### config.mk
export PLATFORM = sky130hd
export DESIGN_NAME = ctr_reg_front
export DESIGN_NICKNAME = d
export VERILOG_FILES = /design/src/rtl/ctr_reg_pkg.sv /design/src/rtl/ctr_cmd_decode.sv /design/src/rtl/ctr_byte_ptr.sv /design/src/rtl/ctr_data_regs.sv /design/src/rtl/ctr_reg_front.sv
export SDC_FILE = /design/constraint.sdc
export NUM_CORES = 1
export LEC_CHECK = 0
export BUFFER_PORTS_ARGS = -buffer_cell sky130_fd_sc_hd__buf_2
export CORE_MARGIN = 4
export CORE_UTILIZATION = 45
export DETAILED_ROUTE_END_ITERATION = 10
export PLACE_DENSITY = 0.71
export REMOVE_ABC_BUFFERS = 1
export SLEW_MARGIN = 20
export SYNTH_ARGS = -nofsm -noshare
export SYNTH_HDL_FRONTEND = slang
export SYNTH_SLANG_ARGS = --single-unit
### constraint.sdc
create_clock -name clk -period 3.1 [get_ports clk]
set_clock_uncertainty 0.15 [all_clocks]
set_input_delay 0.31 -clock clk [delete_from_list [all_inputs] [get_ports clk]]
set_output_delay 0.31 -clock clk [all_outputs]
set_load 0.01 [all_outputs]
### src/rtl/ctr_reg_pkg.sv
package ctr_reg_pkg;

  typedef enum logic [1:0] {
    TGT_ACTION = 2'b00,
    TGT_MODE   = 2'b01,
    TGT_IOCTL  = 2'b10,
    TGT_INDEX  = 2'b11
  } target_e;

  typedef struct packed {
    logic ptr_rst;
    logic clr_cnt;
    logic clr_flg;
    logic clr_err;
    logic ld_cnt;
    logic cap_lat;
    logic ld_psc;
    logic wr_mode;
    logic wr_ioc;
    logic wr_idx;
  } cmd_dec_t;

endpackage

### src/rtl/ctr_cmd_decode.sv
module ctr_cmd_decode
  import ctr_reg_pkg::*;
(
  input  logic       cmd_we,
  input  logic [6:0] cmd,
  output cmd_dec_t   dec
);

  target_e tgt;
  logic    act;

  assign tgt = target_e'(cmd[6:5]);
  assign act = cmd_we && (tgt == TGT_ACTION);

  always_comb begin
    dec         = '0;
    dec.ptr_rst = act && cmd[0];
    dec.clr_cnt = act && (cmd[2:1] == 2'b01);
    dec.clr_flg = act && (cmd[2:1] == 2'b10);
    dec.clr_err = act && (cmd[2:1] == 2'b11);
    dec.ld_cnt  = act && (cmd[4:3] == 2'b01);
    dec.cap_lat = act && (cmd[4:3] == 2'b10);
    dec.ld_psc  = act && (cmd[4:3] == 2'b11);
    dec.wr_mode = cmd_we && (tgt == TGT_MODE);
    dec.wr_ioc  = cmd_we && (tgt == TGT_IOCTL);
    dec.wr_idx  = cmd_we && (tgt == TGT_INDEX);
  end

endmodule

### src/rtl/ctr_byte_ptr.sv
module ctr_byte_ptr #(
  parameter int NBYTES = 3,
  parameter int PTR_W  = (NBYTES > 1) ? $clog2(NBYTES) : 1
) (
  input  logic             clk,
  input  logic             rst_n,
  input  logic             clr,
  input  logic             adv,
  output logic [PTR_W-1:0] ptr
);

  localparam logic [PTR_W-1:0] LAST = PTR_W'(NBYTES - 1);

  logic [PTR_W-1:0] ptr_q, ptr_d;

  always_comb begin
    ptr_d = ptr_q;
    if (clr)      ptr_d = '0;
    else if (adv) ptr_d = (ptr_q == LAST) ? '0 : ptr_q + 1'b1;
  end

  always_ff @(posedge clk or negedge rst_n) begin
    if (!rst_n) ptr_q <= '0;
    else        ptr_q <= ptr_d;
  end

  assign ptr = ptr_q;

  AST_PTR_IN_RANGE: assert property (@(posedge clk) disable iff (!rst_n)
    ptr_q <= LAST);
  AST_PTR_CLEAR: assert property (@(posedge clk) disable iff (!rst_n)
    clr |=> (ptr_q == '0));
  AST_PTR_WRAP: assert property (@(posedge clk) disable iff (!rst_n)
    (adv && !clr && ptr_q == LAST) |=> (ptr_q == '0));
  AST_PTR_HOLD: assert property (@(posedge clk) disable iff (!rst_n)
    (!adv && !clr) |=> $stable(ptr_q));

endmodule

### src/rtl/ctr_data_regs.sv
module ctr_data_regs #(
  parameter int DATA_W = 8,
  parameter int NBYTES = 3,
  parameter int PTR_W  = (NBYTES > 1) ? $clog2(NBYTES) : 1,
  localparam int VAL_W = DATA_W * NBYTES
) (
  input  logic              clk,
  input  logic              rst_n,
  input  logic              dat_we,
  input  logic [PTR_W-1:0]  ptr,
  input  logic [DATA_W-1:0] wdata,
  input  logic              cap_lat,
  input  logic              ld_psc,
  input  logic [VAL_W-1:0]  count_val,
  output logic [VAL_W-1:0]  preset,
  output logic [VAL_W-1:0]  latch,
  output logic [DATA_W-1:0] prescale
);

  logic [NBYTES-1:0][DATA_W-1:0] pre_q, pre_d;
  logic [VAL_W-1:0]              lat_q, lat_d;
  logic [DATA_W-1:0]             psc_q, psc_d;

  for (genvar i = 0; i < NBYTES; i++) begin : g_byte
    always_comb begin
      pre_d[i] = pre_q[i];
      if (dat_we && ptr == PTR_W'(i)) pre_d[i] = wdata;
    end
  end

  always_comb begin
    lat_d = lat_q;
    psc_d = psc_q;
    if (cap_lat) lat_d = count_val;
    if (ld_psc)  psc_d = pre_q[0];
  end

  always_ff @(posedge clk or negedge rst_n) begin
    if (!rst_n) begin
      pre_q <= '0;
      lat_q <= '0;
      psc_q <= '0;
    end else begin
      pre_q <= pre_d;
      lat_q <= lat_d;
      psc_q <= psc_d;
    end
  end

  assign preset   = pre_q;
  assign latch    = lat_q;
  assign prescale = psc_q;

  AST_LATCH_CAPTURE: assert property (@(posedge clk) disable iff (!rst_n)
    cap_lat |=> (lat_q == $past(count_val)));
  AST_LATCH_HOLD: assert property (@(posedge clk) disable iff (!rst_n)
    !cap_lat |=> $stable(lat_q));
  AST_PRESET_HOLD: assert property (@(posedge clk) disable iff (!rst_n)
    !dat_we |=> $stable(pre_q));

endmodule

### src/rtl/ctr_reg_front.sv
module ctr_reg_front
  import ctr_reg_pkg::*;
#(
  parameter int DATA_W = 8,
  parameter int NBYTES = 3,
  localparam int VAL_W = DATA_W * NBYTES,
  localparam int PTR_W = (NBYTES > 1) ? $clog2(NBYTES) : 1
) (
  input  logic              clk,
  input  logic              rst_n,
  input  logic              addr,
  input  logic              wr_en,
  input  logic              rd_en,
  input  logic [DATA_W-1:0] wdata,
  output logic [DATA_W-1:0] rdata,
  input  logic [VAL_W-1:0]  count_val,
  input  logic              st_borrow,
  input  logic              st_carry,
  input  logic              st_error,
  input  logic              st_up,
  output logic [VAL_W-1:0]  preset,
  output logic [DATA_W-1:0] prescale,
  output logic              clr_count,
  output logic              clr_flags,
  output logic              clr_error,
  output logic              load_count,
  output logic [1:0]        cnt_mode,
  output logic [1:0]        quad_sel,
  output logic              ab_enable,
  output logic              idx_preset,
  output logic [1:0]        flag_fn,
  output logic              idx_sync,
  output logic              idx_pol
);

  logic             ctl_we, dat_we, dat_re;
  cmd_dec_t         dec;
  logic [PTR_W-1:0] ptr;
  logic [VAL_W-1:0] latch;

  assign ctl_we = wr_en && addr;
  assign dat_we = wr_en && !addr;
  assign dat_re = rd_en && !addr;

  ctr_cmd_decode u_dec (
    .cmd_we (ctl_we),
    .cmd    (wdata[6:0]),
    .dec    (dec)
  );

  ctr_byte_ptr #(.NBYTES(NBYTES), .PTR_W(PTR_W)) u_ptr (
    .clk   (clk),
    .rst_n (rst_n),
    .clr   (dec.ptr_rst),
    .adv   (dat_we || dat_re),
    .ptr   (ptr)
  );

  ctr_data_regs #(.DATA_W(DATA_W), .NBYTES(NBYTES), .PTR_W(PTR_W)) u_data (
    .clk       (clk),
    .rst_n     (rst_n),
    .dat_we    (dat_we),
    .ptr       (ptr),
    .wdata     (wdata),
    .cap_lat   (dec.cap_lat),
    .ld_psc    (dec.ld_psc),
    .count_val (count_val),
    .preset    (preset),
    .latch     (latch),
    .prescale  (prescale)
  );

  // configuration registers and strobes
  logic [3:0] mode_q, mode_d;
  logic [3:0] ioc_q,  ioc_d;
  logic [1:0] idx_q,  idx_d;
  logic [3:0] stb_q,  stb_d;

  always_comb begin
    mode_d = mode_q;
    ioc_d  = ioc_q;
    idx_d  = idx_q;
    if (dec.wr_mode) mode_d = {wdata[4:3], wdata[2:1]};
    if (dec.wr_ioc)  ioc_d  = {wdata[4:3], wdata[1], wdata[0]};
    if (dec.wr_idx)  idx_d  = {wdata[1], wdata[0]};
    stb_d = {dec.ld_cnt, dec.clr_err, dec.clr_flg, dec.clr_cnt};
  end

  always_ff @(posedge clk or negedge rst_n) begin
    if (!rst_n) begin
      mode_q <= '0;
      ioc_q  <= '0;
      idx_q  <= '0;
      stb_q  <= '0;
    end else begin
      mode_q <= mode_d;
      ioc_q  <= ioc_d;
      idx_q  <= idx_d;
      stb_q  <= stb_d;
    end
  end

  assign cnt_mode   = mode_q[1:0];
  assign quad_sel   = mode_q[3:2];
  assign ab_enable  = ioc_q[0];
  assign idx_preset = ioc_q[1];
  assign flag_fn    = ioc_q[3:2];
  assign idx_sync   = idx_q[0];
  assign idx_pol    = idx_q[1];
  assign clr_count  = stb_q[0];
  assign clr_flags  = stb_q[1];
  assign clr_error  = stb_q[2];
  assign load_count = stb_q[3];

  // read path
  logic [DATA_W-1:0] status_byte, latch_byte;

  always_comb begin
    status_byte    = '0;
    status_byte[0] = st_borrow;
    status_byte[1] = st_carry;
    status_byte[4] = st_error;
    status_byte[5] = st_up;
    latch_byte     = latch[DATA_W*ptr +: DATA_W];
    rdata          = addr ? status_byte : latch_byte;
  end

  AST_STROBE_FROM_CMD: assert property (@(posedge clk) disable iff (!rst_n)
    (clr_count || clr_flags || clr_error || load_count) |-> $past(ctl_we));
  AST_STROBE_SINGLE: assert property (@(posedge clk) disable iff (!rst_n)
    $onehot0({clr_count, clr_flags, clr_error}));
  AST_MODE_HOLD: assert property (@(posedge clk) disable iff (!rst_n)
    !(ctl_we && wdata[6:5] == 2'b01) |=> $stable({cnt_mode, quad_sel}));
  AST_IDX_HOLD: assert property (@(posedge clk) disable iff (!rst_n)
    !(ctl_we && wdata[6:5] == 2'b11) |=> $stable({idx_sync, idx_pol}));
  AST_CTL_PRESET_KEEP: assert property (@(posedge clk) disable iff (!rst_n)
    ctl_we |=> $stable(preset));

endmodule

==> key figures, run 1 <==
Hold path
  • Tightest Hold Check Type: input port to asynchronous set/reset pin

STA
  • Setup violators final: 0
  • Unrepaired setup endpoints after global routing: false
  • Slew Limit Fails: 0
  • Final setup TNS: 0 ps
  • Fmax: 387 MHz
  • WHS: 38.4 ps
  • Fin crit share: between 80% and 90%
  • Slew HR: 40.6%
  • Hold Fails Final Rpt: 0
  • Fin crit period: 2580 ps
  • Worst-Margin Slew: 891 ps

Placed design
  • RD Place Congestion: roughly 0.72
  • # port buffers: between 90 and 100
  • DP Wirelength: 4.70 mm
  • Inst Count DP: 365

Logic synthesis
  • Post-synthesis cell count: 202
  • Avg Cell Area, Syn: approximately 15 sq um
  • Top FF cell, synth: dfrtp_1
  • FFs w/ async S/R, synth: 100%
  • Netlist cell types: 25
  • Post-synth EDFFs: 0
  • Post-Syn Area: 3090 sq um
  • Register bit total from synthesis: 72
  • Sequential fraction of the synthesis area: roughly 60%
  • Yosys warning count: 0

Clocking
  • Clock network latency to the later pin of the worst-skew pair: approximately 340 ps
  • CTS Hold Bufs: 0
  • Num CTS Buffers: 9
  • Post-CTS Setup Bufs: 0
  • Clock Path Buffers: 2
  • CTS root buf: clkbuf_8
  • Clk slew on worst S/H paths: 80 ps
  • H-tree depth: 3
  • CTS-repair resized insts: 0
  • CTS tree: built
  • Clk sinks: 72

Finish
  • Fillers: 544
  • Multi-input gate area: 1200 sq um
  • Fraction of layout cells with a size suffix above 1: around 64%
  • Synth-to-Final Area Change: 23.3%
  • Number of antenna diodes: 0
  • Nets: 340
  • Register area: 1800 sq um
  • Layout Cells excl Fill: 381

Global route
  • Vias in the first global route: 2,160
  • Remaining Overflow, GRT: 0
  • Largest net degree at the start of global routing: 73
  • Initial antenna violation count: 0
  • First-pass GRT wire length: ~11 mm
  • GRT Total Usage: 17.2%

Worst setup path
  • Worst setup path category: flop to output port
  • CP Data Required Time: between 2000 and 3000 ps
  • Slowest-stage cell, CP: nor2b_1
  • CP Buf/Inv Count: 1
  • Worst R2R Setup Slack: ~800 ps
  • R2R depth: 3
  • CP Depth: 4
  • CP max stage delay: about 640 ps
  • Worst r2r dst: u_data.preset[8]$_DFFE_PN0P_
  • CP delay by family, top: simple AND/OR/NAND/NOR gates
  • Crit path max fanout: 13
  • Worst path arrival time: 2120 ps
  • Crit end category: output port
  • Critical path launch point type: flop
  • FF-to-FF Start: u_ptr.ptr[1]$_DFFE_PN0P_
  • Critical path, cell by cell: nor2b_1 -> a221oi_1 -> a21oi_1 -> buf_2

Die
  • IO Pins: 95
  • FP Rows: 29
  • DIE AREA: ~8300 sq um
  • Chip height: between 90 and 100 um
  • Core area: between 6000 and 7000 sq um
  • Die X: a little over 90 um
  • Initial Util: 47.6%

Routing
  • Vias per cell: 5.20
  • Routed WL per cell: ~18 um
  • Routed vias: just under 2,000
  • Detailed Routing Iterations Pass 1: 4
  • Final wirelength: 6.73 mm
  • DRT iter0 DRCs: 64
  • Remaining antenna violation count after routing: 0
  • Residual DRC count: 0

Outcome
  • Status: finished clean

Power and ir drop
  • Peak supply drop: ~500 uV
  • Leak: 0.00197 uW
  • Total power: 3180 uW
  • PwrDens: 834 nW/um^2

Job
  • Max_cap viols: 0
==> metal layers <==
metal  GRT usage (%)  up-vias  wire length [um]
met4            7.54        0               109
met2            27.8       47              3370
met5               0        -                 0
li1                -      918                 -
met1            22.7     1009              2940
met3            3.25        9               305
==> worst max path at each step <==
stage / from / end / slack (ps)
after detailed placement: addr / u_data.latch[17]$_DFFE_PN0P_ / 820
final: u_ptr.ptr[1]$_DFFE_PN0P_ / rdata[5] / 520
after CTS: u_ptr.ptr[1]$_DFFE_PN0P_ / rdata[5] / 500
after global placement: addr / u_data.latch[10]$_DFFE_PN0P_ / 840
after floorplan: addr / u_data.latch[10]$_DFFE_PN0P_ / 810
after global routing: u_ptr.ptr[1]$_DFFE_PN0P_ / rdata[5] / 340
==> stage by stage <==
| stage | cell area, sq um | worst slack (ps) | util (%) |
|---|---|---|---|
| after floorplan | 3020 | 808 | - |
| after global placement | 3600 | 845 | 55.5 |
| after detailed placement | 3600 | 824 | 55.5 |
| after CTS | 3810 | 499 | 58.7 |
| after global routing | 3810 | 345 | 58.7 |
| final | 3810 | 519 | 58.7 |
==> power breakdown <==
| part | switching [uW] | internal (uW) |
|---|---|---|
| combinational | 440 | 538 |
| sequential | 209 | 1240 |
| clock | 356 | 396 |
| total | 1010 | 2170 |
==> final cells by class <==
class	count	area share, %
Timing Repair Buffer	96	12.7
Clock buffer	10	3.61
Clock inverter	6	1.77
Multi-Input combinational cell	115	31.6
Tap cell	77	2.53
Sequential cell	72	47.3
Inverter	5	0.493
==> flip-flops by register name (all words and copies together) (netlist names) <==
name	count
ioc_q	4
idx_q	2
stb_q	4
u_ptr.ptr	2
u_data.latch	24
u_data.preset	24
u_data.prescale	8
mode_q	4
==> worst reg2reg max path: cells and delay by family, from the launching register on <==
| kind | cells | cell delay [ps] |
|---|---|---|
| flops | 1 | 580 |
| mux | 1 | 360 |
| simple gates | 2 | 1070 |
==> kinds of logic after synthesis <==
group	count (synthesis)	share of synthesized area, %
AO/OA/AOI/OAI	15	3.08
buffers and inverters	15	2.75
flip-flops	72	58.3
multiplexers	75	29.7
AND/OR/NAND/NOR	25	6.12
==> synthesized netlist by cell type, types with 2 or more instances <==
cell type  number  area share [%]
and3b_2         3            0.97
dfrtp_1        72              58
buf_6           2            0.73
inv_1           5            0.61
nand4b_1        2            0.57
mux2_4         20             9.7
mux2_2         54              20
and3_2          2            0.49
buf_4           2            0.49
a21oi_1         9             1.5
a221oi_1        4             1.1
nand2_1        10             1.2
buf_2           5            0.81
==> layout by cell type (no fill, tap or decap) <==
cell        instances
buf_2              94
dfrtp_1            72
mux2_2             54
mux2_4             20
nand2_1            10
clkbuf_8           10
a21oi_1             9
inv_1               5
a221oi_1            4
and3b_2             3
and3_2              2
nand4b_1            2
clkinvlp_4          2
buf_4               2
nor2b_1             1
nor4bb_1            1
nor2_1              1
and4bb_2            1
nor4b_4             1
nand4_1             1
o21bai_1            1
or3_1               1
a22oi_1             1
mux2i_1             1
nand3b_4            1
inv_6               1
clkinv_4            1
clkinv_2            1
bufinv_16           1
Power figures use the tool's default switching activity.
==> run 2, diff against run 1 <==
clock period = 2.7 ns   (was 3.1 ns; I/O delays follow)
==> key figures, run 2 (synthesis results as in run 1) <==
Routing
  • Vias per cell: 5.13 (-1.5%)
  • Remaining antenna violation count after routing: 0 (unchanged)
  • Routed WL per cell: 17.2 um (-2.7%)
  • Residual DRC count: 0 (unchanged)
  • Wire length on met3: 253 um (-17%)
  • DRT iter0 DRCs: 49 (-23%)
  • Uppermost layer routed: met4
  • Detailed Routing Iterations Pass 1: 4 (unchanged)
  • Final wirelength: 6.77 mm (+0.61%)
  • Routed vias: 2,020 (+1.9%)
  • Met1 WL: 3.04 mm (+3.4%)
  • Metal2 WL: 3.33 mm (-1.3%)

Power and ir drop
  • Peak supply drop: 488 uV (-2.1%)
  • PwrDens: 940 nW/um^2 (+13%)
  • Leak: 0.00204 uW (+3.3%)

Global route
  • GRT Total Usage: 16.9% (-0.29 points)
  • Remaining Overflow, GRT: 0 (unchanged)
  • First-pass GRT wire length: 11.0 mm (-1.8%)
  • Vias in the first global route: 2,164 (+0.19%)
  • Largest net degree at the start of global routing: 44 (-40%)
  • Initial antenna violation count: 0 (unchanged)

Clocking
  • Post-CTS Setup Bufs: 0 (unchanged)
  • CTS root buf: clkbuf_8
  • CTS tree: built
  • Clock Path Buffers: 2 (unchanged)
  • Num CTS Buffers: 9 (unchanged)
  • Clk sinks: 72 (unchanged)
  • Clk slew on worst S/H paths: 70 ps (about the same)
  • H-tree depth: 3 (unchanged)
  • Clock network latency to the later pin of the worst-skew pair: 330 ps (about the same)

STA
  • Setup violators final: 0 (unchanged)
  • Setup ws final: 396 ps (-123 ps)
  • Hold Fails Final Rpt: 0 (unchanged)
  • Slew Limit Fails: 0 (unchanged)
  • Unrepaired setup endpoints after global routing: false
  • Fin crit share: 85.3%
  • Fmax: 434 MHz
  • Fin crit period: 2300 ps
  • Worst-Margin Slew: 718 ps (-173 ps)
  • Final setup TNS: 0 ps (unchanged)
  • Slew HR: 52.2% (+12 points)

Worst setup path
  • Crit path max fanout: 13 (unchanged)
  • Crit end category: output port
  • Worst setup path category: flop to output port
  • R2R depth: 2 (-1)
  • Critical path launch point type: flop
  • Worst path arrival time: 1880 ps (-240 ps)
  • CP Data Required Time: 2280 ps (-360 ps)

Finish
  • Synth-to-Final Area Change: 28.0%
  • Layout Cells excl Fill: 394 (+3.4%)
  • Commonest cells after routing, fill and taps aside: buf_2 (94), dfrtp_1 (72), mux2_2 (54)
  • Commonest non-fill, non-tap cell in the layout: buf_2
  • Fraction of layout cells with a size suffix above 1: 61.2% (-2.6 points)
  • Util after Layout: 60.9% (+2.2 points)
  • Nets: 353 (+3.8%)
  • Number of antenna diodes: 0 (unchanged)

Die
  • DIE AREA: 8250 sq um (unchanged)
  • Initial Util: 47.6% (unchanged)
  • Die X: 90.9 um (unchanged)
  • Chip height: 90.9 um (unchanged)
  • FP Rows: 29 (unchanged)
  • Core area: 6490 sq um (unchanged)
  • IO Pins: 95 (unchanged)

Hold path
  • Tightest Hold Check Type: input port to flop
  • Hold path cells: 2

Placed design
  • DP Wirelength: 4.72 mm (+0.43%)
  • Inst Count DP: 367 (+0.55%)
  • RD Place Congestion: 0.769 (+7.2%)
  • Worst slack, placed: 679 ps (-145 ps)
  • # port buffers: 94 (unchanged)

Job
  • Max_cap viols: 0 (unchanged)

Outcome
  • Status: finished clean
## run 2: area by class of cell
cell class | instances | area (sq um)
clock inverter | 5 | 81.3
timing repair buffer | 109 | 623
multi-input combinational | 115 | 1200
fill | 513 | 2540
tap | 77 | 96.3
sequential | 72 | 1800
inverter | 5 | 18.8
clock buffer | 11 | 131
## run 2: critical path, cell delays in order, from the launching register on
cell      delay (ps)
dfrtp_1          680
nor2b_1          140
buf_4            200
a221oi_1         300
a21oi_1           70
buf_2            150
## run 2: routing by layer
| layer | vias to the layer above | track usage, % |
|---|---|---|
| met5 | - | 0 |
| met4 | 0 | 8.92 |
| met3 | 13 | 3.00 |
| met2 | 49 | 26.9 |
| met1 | 1011 | 22.2 |
| li1 | 947 | - |
## run 2: repair_timing
action | in CTS | in global routing
hold buffers | 11 | 0
gates resized for setup | 0 | 0
hold endpoints to repair | 39 | 0
## run 2: path summary, 6_finish.rpt
check	slack, ps	start	end
max in group asynchronous	1360	rst_n	u_data.preset[8]$_DFFE_PN0P_
hold / removal	20	count_val[8]	u_data.latch[8]$_DFFE_PN0P_
min in group asynchronous	370	rst_n	u_data.latch[10]$_DFFE_PN0P_
setup reg to reg	820	u_ptr.ptr[1]$_DFFE_PN0P_	u_data.preset[5]$_DFFE_PN0P_
hold reg to reg	350	u_data.latch[1]$_DFFE_PN0P_	u_data.latch[1]$_DFFE_PN0P_
setup / recovery	400	u_ptr.ptr[1]$_DFFE_PN0P_	rdata[4]
## run 2: where the power goes
part / switching [uW] / internal, uW / total (uW)
Clock: 389 / 521 / 910
Sequential: 235 / 1420 / 1660
Combinational: 511 / 640 / 1150
## run 2: through the flow
step	power (uW)	hold WS, ps	area [sq um]
finish	3720	19.0	3960
global route	3930	8.51	3960
CTS	3770	2.65	3960
detailed placement	2830	208	3630
global placement	2800	202	3630
floorplan	2310	-176	3020
==> run 3, diff against run 2 <==
PLACE_DENSITY = not set   (was 0.71)
PLACE_DENSITY_LB_ADDON = 0.1   (was not set)
==> key figures, run 3 (synthesis results as in run 1) <==
Worst setup path
  • Crit path max fanout: 13 (unchanged)
  • Critical path, cell by cell: mux2_2 -> a221oi_1 -> a21oi_1 -> buf_2
  • CP Buf/Inv Count: 1 (-1)
  • Crit end category: output port
  • Slowest-stage cell, CP: dfrtp_1
  • FF-to-FF Start: u_ptr.ptr[1]$_DFFE_PN0P_
  • CP Depth: 4 (-1)
  • CP Data Required Time: 2280 ps (about the same)
  • Worst R2R Setup Slack: 690 ps (-130 ps)
  • R2R depth: 4 (+2)
  • Worst r2r dst: u_data.preset[11]$_DFFE_PN0P_
  • CP delay by family, top: flip-flops
  • Critical path destination: rdata[5]
  • Worst setup path category: flop to output port
  • Worst path arrival time: 1950 ps (+70 ps)
  • Critical path origin: u_ptr.ptr[1]$_DFFE_PN0P_
  • CP max stage delay: 720 ps (+40 ps)
  • Critical path launch point type: flop

Die
  • Die X: 90.9 um (unchanged)
  • Core area: 6490 sq um (unchanged)
  • Initial Util: 47.6% (unchanged)
  • DIE AREA: 8250 sq um (unchanged)
  • IO Pins: 95 (unchanged)
  • FP Rows: 29 (unchanged)
  • Chip height: 90.9 um (unchanged)

Global route
  • Vias in the first global route: 2,094 (-3.2%)
  • Largest net degree at the start of global routing: 73 (+66%)
  • Remaining Overflow, GRT: 0 (unchanged)
  • GRT Total Usage: 17.1% (+0.13 points)
  • First-pass GRT wire length: 11.0 mm (unchanged)
  • Initial antenna violation count: 0 (unchanged)

Finish
  • Util after Layout: 61.0% (+0.12 points)
  • Commonest non-fill, non-tap cell in the layout: buf_2
  • Commonest cells after routing, fill and taps aside: buf_2 (93), dfrtp_1 (72), mux2_2 (54)
  • Synth-to-Final Area Change: 28.3%
  • Fillers: 546 (+6.4%)
  • Fraction of layout cells with a size suffix above 1: 60.6% (-0.57 points)
  • Nets: 356 (+0.85%)
  • Number of antenna diodes: 0 (unchanged)

Power and ir drop
  • Leak: 0.00204 uW (+0.19%)
  • Sw Pwr: 1130 uW (-0.42%)
  • Clock Power Share: 23.2% (-1.3 points)
  • Cell Int Power: 2520 uW (-2.7%)
  • Switching part of the total: 31.0% (+0.49 points)
  • PwrDens: 920 nW/um^2 (-2.2%)
  • Peak supply drop: 492 uV (+0.67%)
  • Seq pwr share: 45.5% (+0.9 points)
  • Power share of the combinational group: 31.3% (+0.4 points)

Clocking
  • H-tree depth: 3 (unchanged)
  • Num CTS Buffers: 9 (unchanged)
  • Clk slew on worst S/H paths: 70 ps (about the same)
  • Post-CTS Setup Bufs: 0 (unchanged)
  • Clk sinks: 72 (unchanged)
  • Clock Path Buffers: 2 (unchanged)
  • CTS-repair resized insts: 0 (unchanged)
  • CTS tree: built
  • CTS root buf: clkbuf_8
  • Clock network latency to the later pin of the worst-skew pair: 350 ps (+20 ps)

Placed design
  • DP Wirelength: 4.60 mm (-2.5%)
  • # port buffers: 94 (unchanged)
  • RD Place Congestion: 0.734 (-4.5%)

Routing
  • Remaining antenna violation count after routing: 0 (unchanged)
  • Vias per cell: 5.09 (-0.80%)
  • Residual DRC count: 0 (unchanged)
  • Final wirelength: 6.62 mm (-2.3%)
  • Detailed Routing Iterations Pass 1: 4 (unchanged)
  • Routed WL per cell: 16.7 um (-3.0%)
  • Routed vias: 2,019 (-0.050%)
  • DRT iter0 DRCs: 67 (+37%)

STA
  • Fmax: 422 MHz (-2.9%)
  • Fin crit share: 87.8% (+2.5 points)
  • Fin crit period: 2370 ps (+68.0 ps)
  • Slew Limit Fails: 0 (unchanged)
  • Setup violators final: 0 (unchanged)
  • Worst-Margin Slew: 901 ps (+183 ps)
  • Hold Fails Final Rpt: 0 (unchanged)
  • Unrepaired setup endpoints after global routing: false
  • Final setup TNS: 0 ps (unchanged)
  • Slew HR: 40.0% (-12 points)

Outcome
  • Status: finished clean

Job
  • Max_cap viols: 0 (unchanged)

Hold path
  • Tightest Hold Check Type: input port to flop
[run 3: cell count changes in the layout (fill, tap and decap cells not counted), sizes merged]
cell / delta
buf: -1
bufinv: -1
clkinv: +1
dlygate4sd3: +4
[run 3: worst min path at each step]
stage | startpoint | endpoint | slack, ps | depth (start not counted)
after floorplan | rst_n | idx_q[0]$_DFFE_PN0P_ | -180 | 0
final | count_val[14] | u_data.latch[14]$_DFFE_PN0P_ | 10 | 2
after global routing | count_val[14] | u_data.latch[14]$_DFFE_PN0P_ | 0.9 | 2
after global placement | rst_n | u_data.latch[2]$_DFFE_PN0P_ | 310 | 1
after CTS | count_val[8] | u_data.latch[8]$_DFFE_PN0P_ | 1 | 2
after detailed placement | rst_n | u_data.latch[2]$_DFFE_PN0P_ | 310 | 1
[run 3: timing repair]
| item | in CTS | in global routing |
|---|---|---|
| endpoints found under the hold margin | 86 | 0 |
| setup endpoints to repair | 0 | 0 |
| hold buffers | 15 | 0 |
[run 3: area by class of cell]
type	instances	area (sq um)	area share [%]
Clock buffer	11	141	3.57
Tap cell	77	96.3	2.43
Inverter	5	18.8	0.474
Clock inverter	5	56.3	1.42
Multi-Input combinational cell	115	1200	30.3
Sequential cell	72	1800	45.5
Timing Repair Buffer	112	646	16.3
[run 3: per-layer routing]
layer	global-route usage, %	wire [um]	vias to the layer above
met3	6.25	434	7
met4	5.65	85	0
met2	26.0	3020	60
met5	0	0	-
li1	-	-	952
met1	22.6	3080	1000
[run 3: power by group through the flow]
stage / Sequential, uW / Combinational [uW] / Clock, uW
finish: 1660 / 1140 / 846
global route: 1710 / 1250 / 924
CTS: 1660 / 1160 / 869
detailed placement: 1680 / 1150 / 0
global placement: 1680 / 1130 / 0
floorplan: 1760 / 547 / 0
[run 3: per-stage QoR]
step / setup WS [ps] / hold WS [ps] / area, sq um / instances / power [uW]
3_3_place_gp: 669 / 312 / 3610 / 366 / 2800
3_5_place_dp: 621 / 309 / 3610 / 366 / 2820
4_1_cts: 286 / 0.978 / 3960 / 397 / 3690
5_1_grt: 161 / 0.923 / 3960 / 397 / 3880
2_1_floorplan: 448 / -176 / 3020 / 192 / 2310
6_report: 328 / 11.1 / 3960 / 397 / 3640
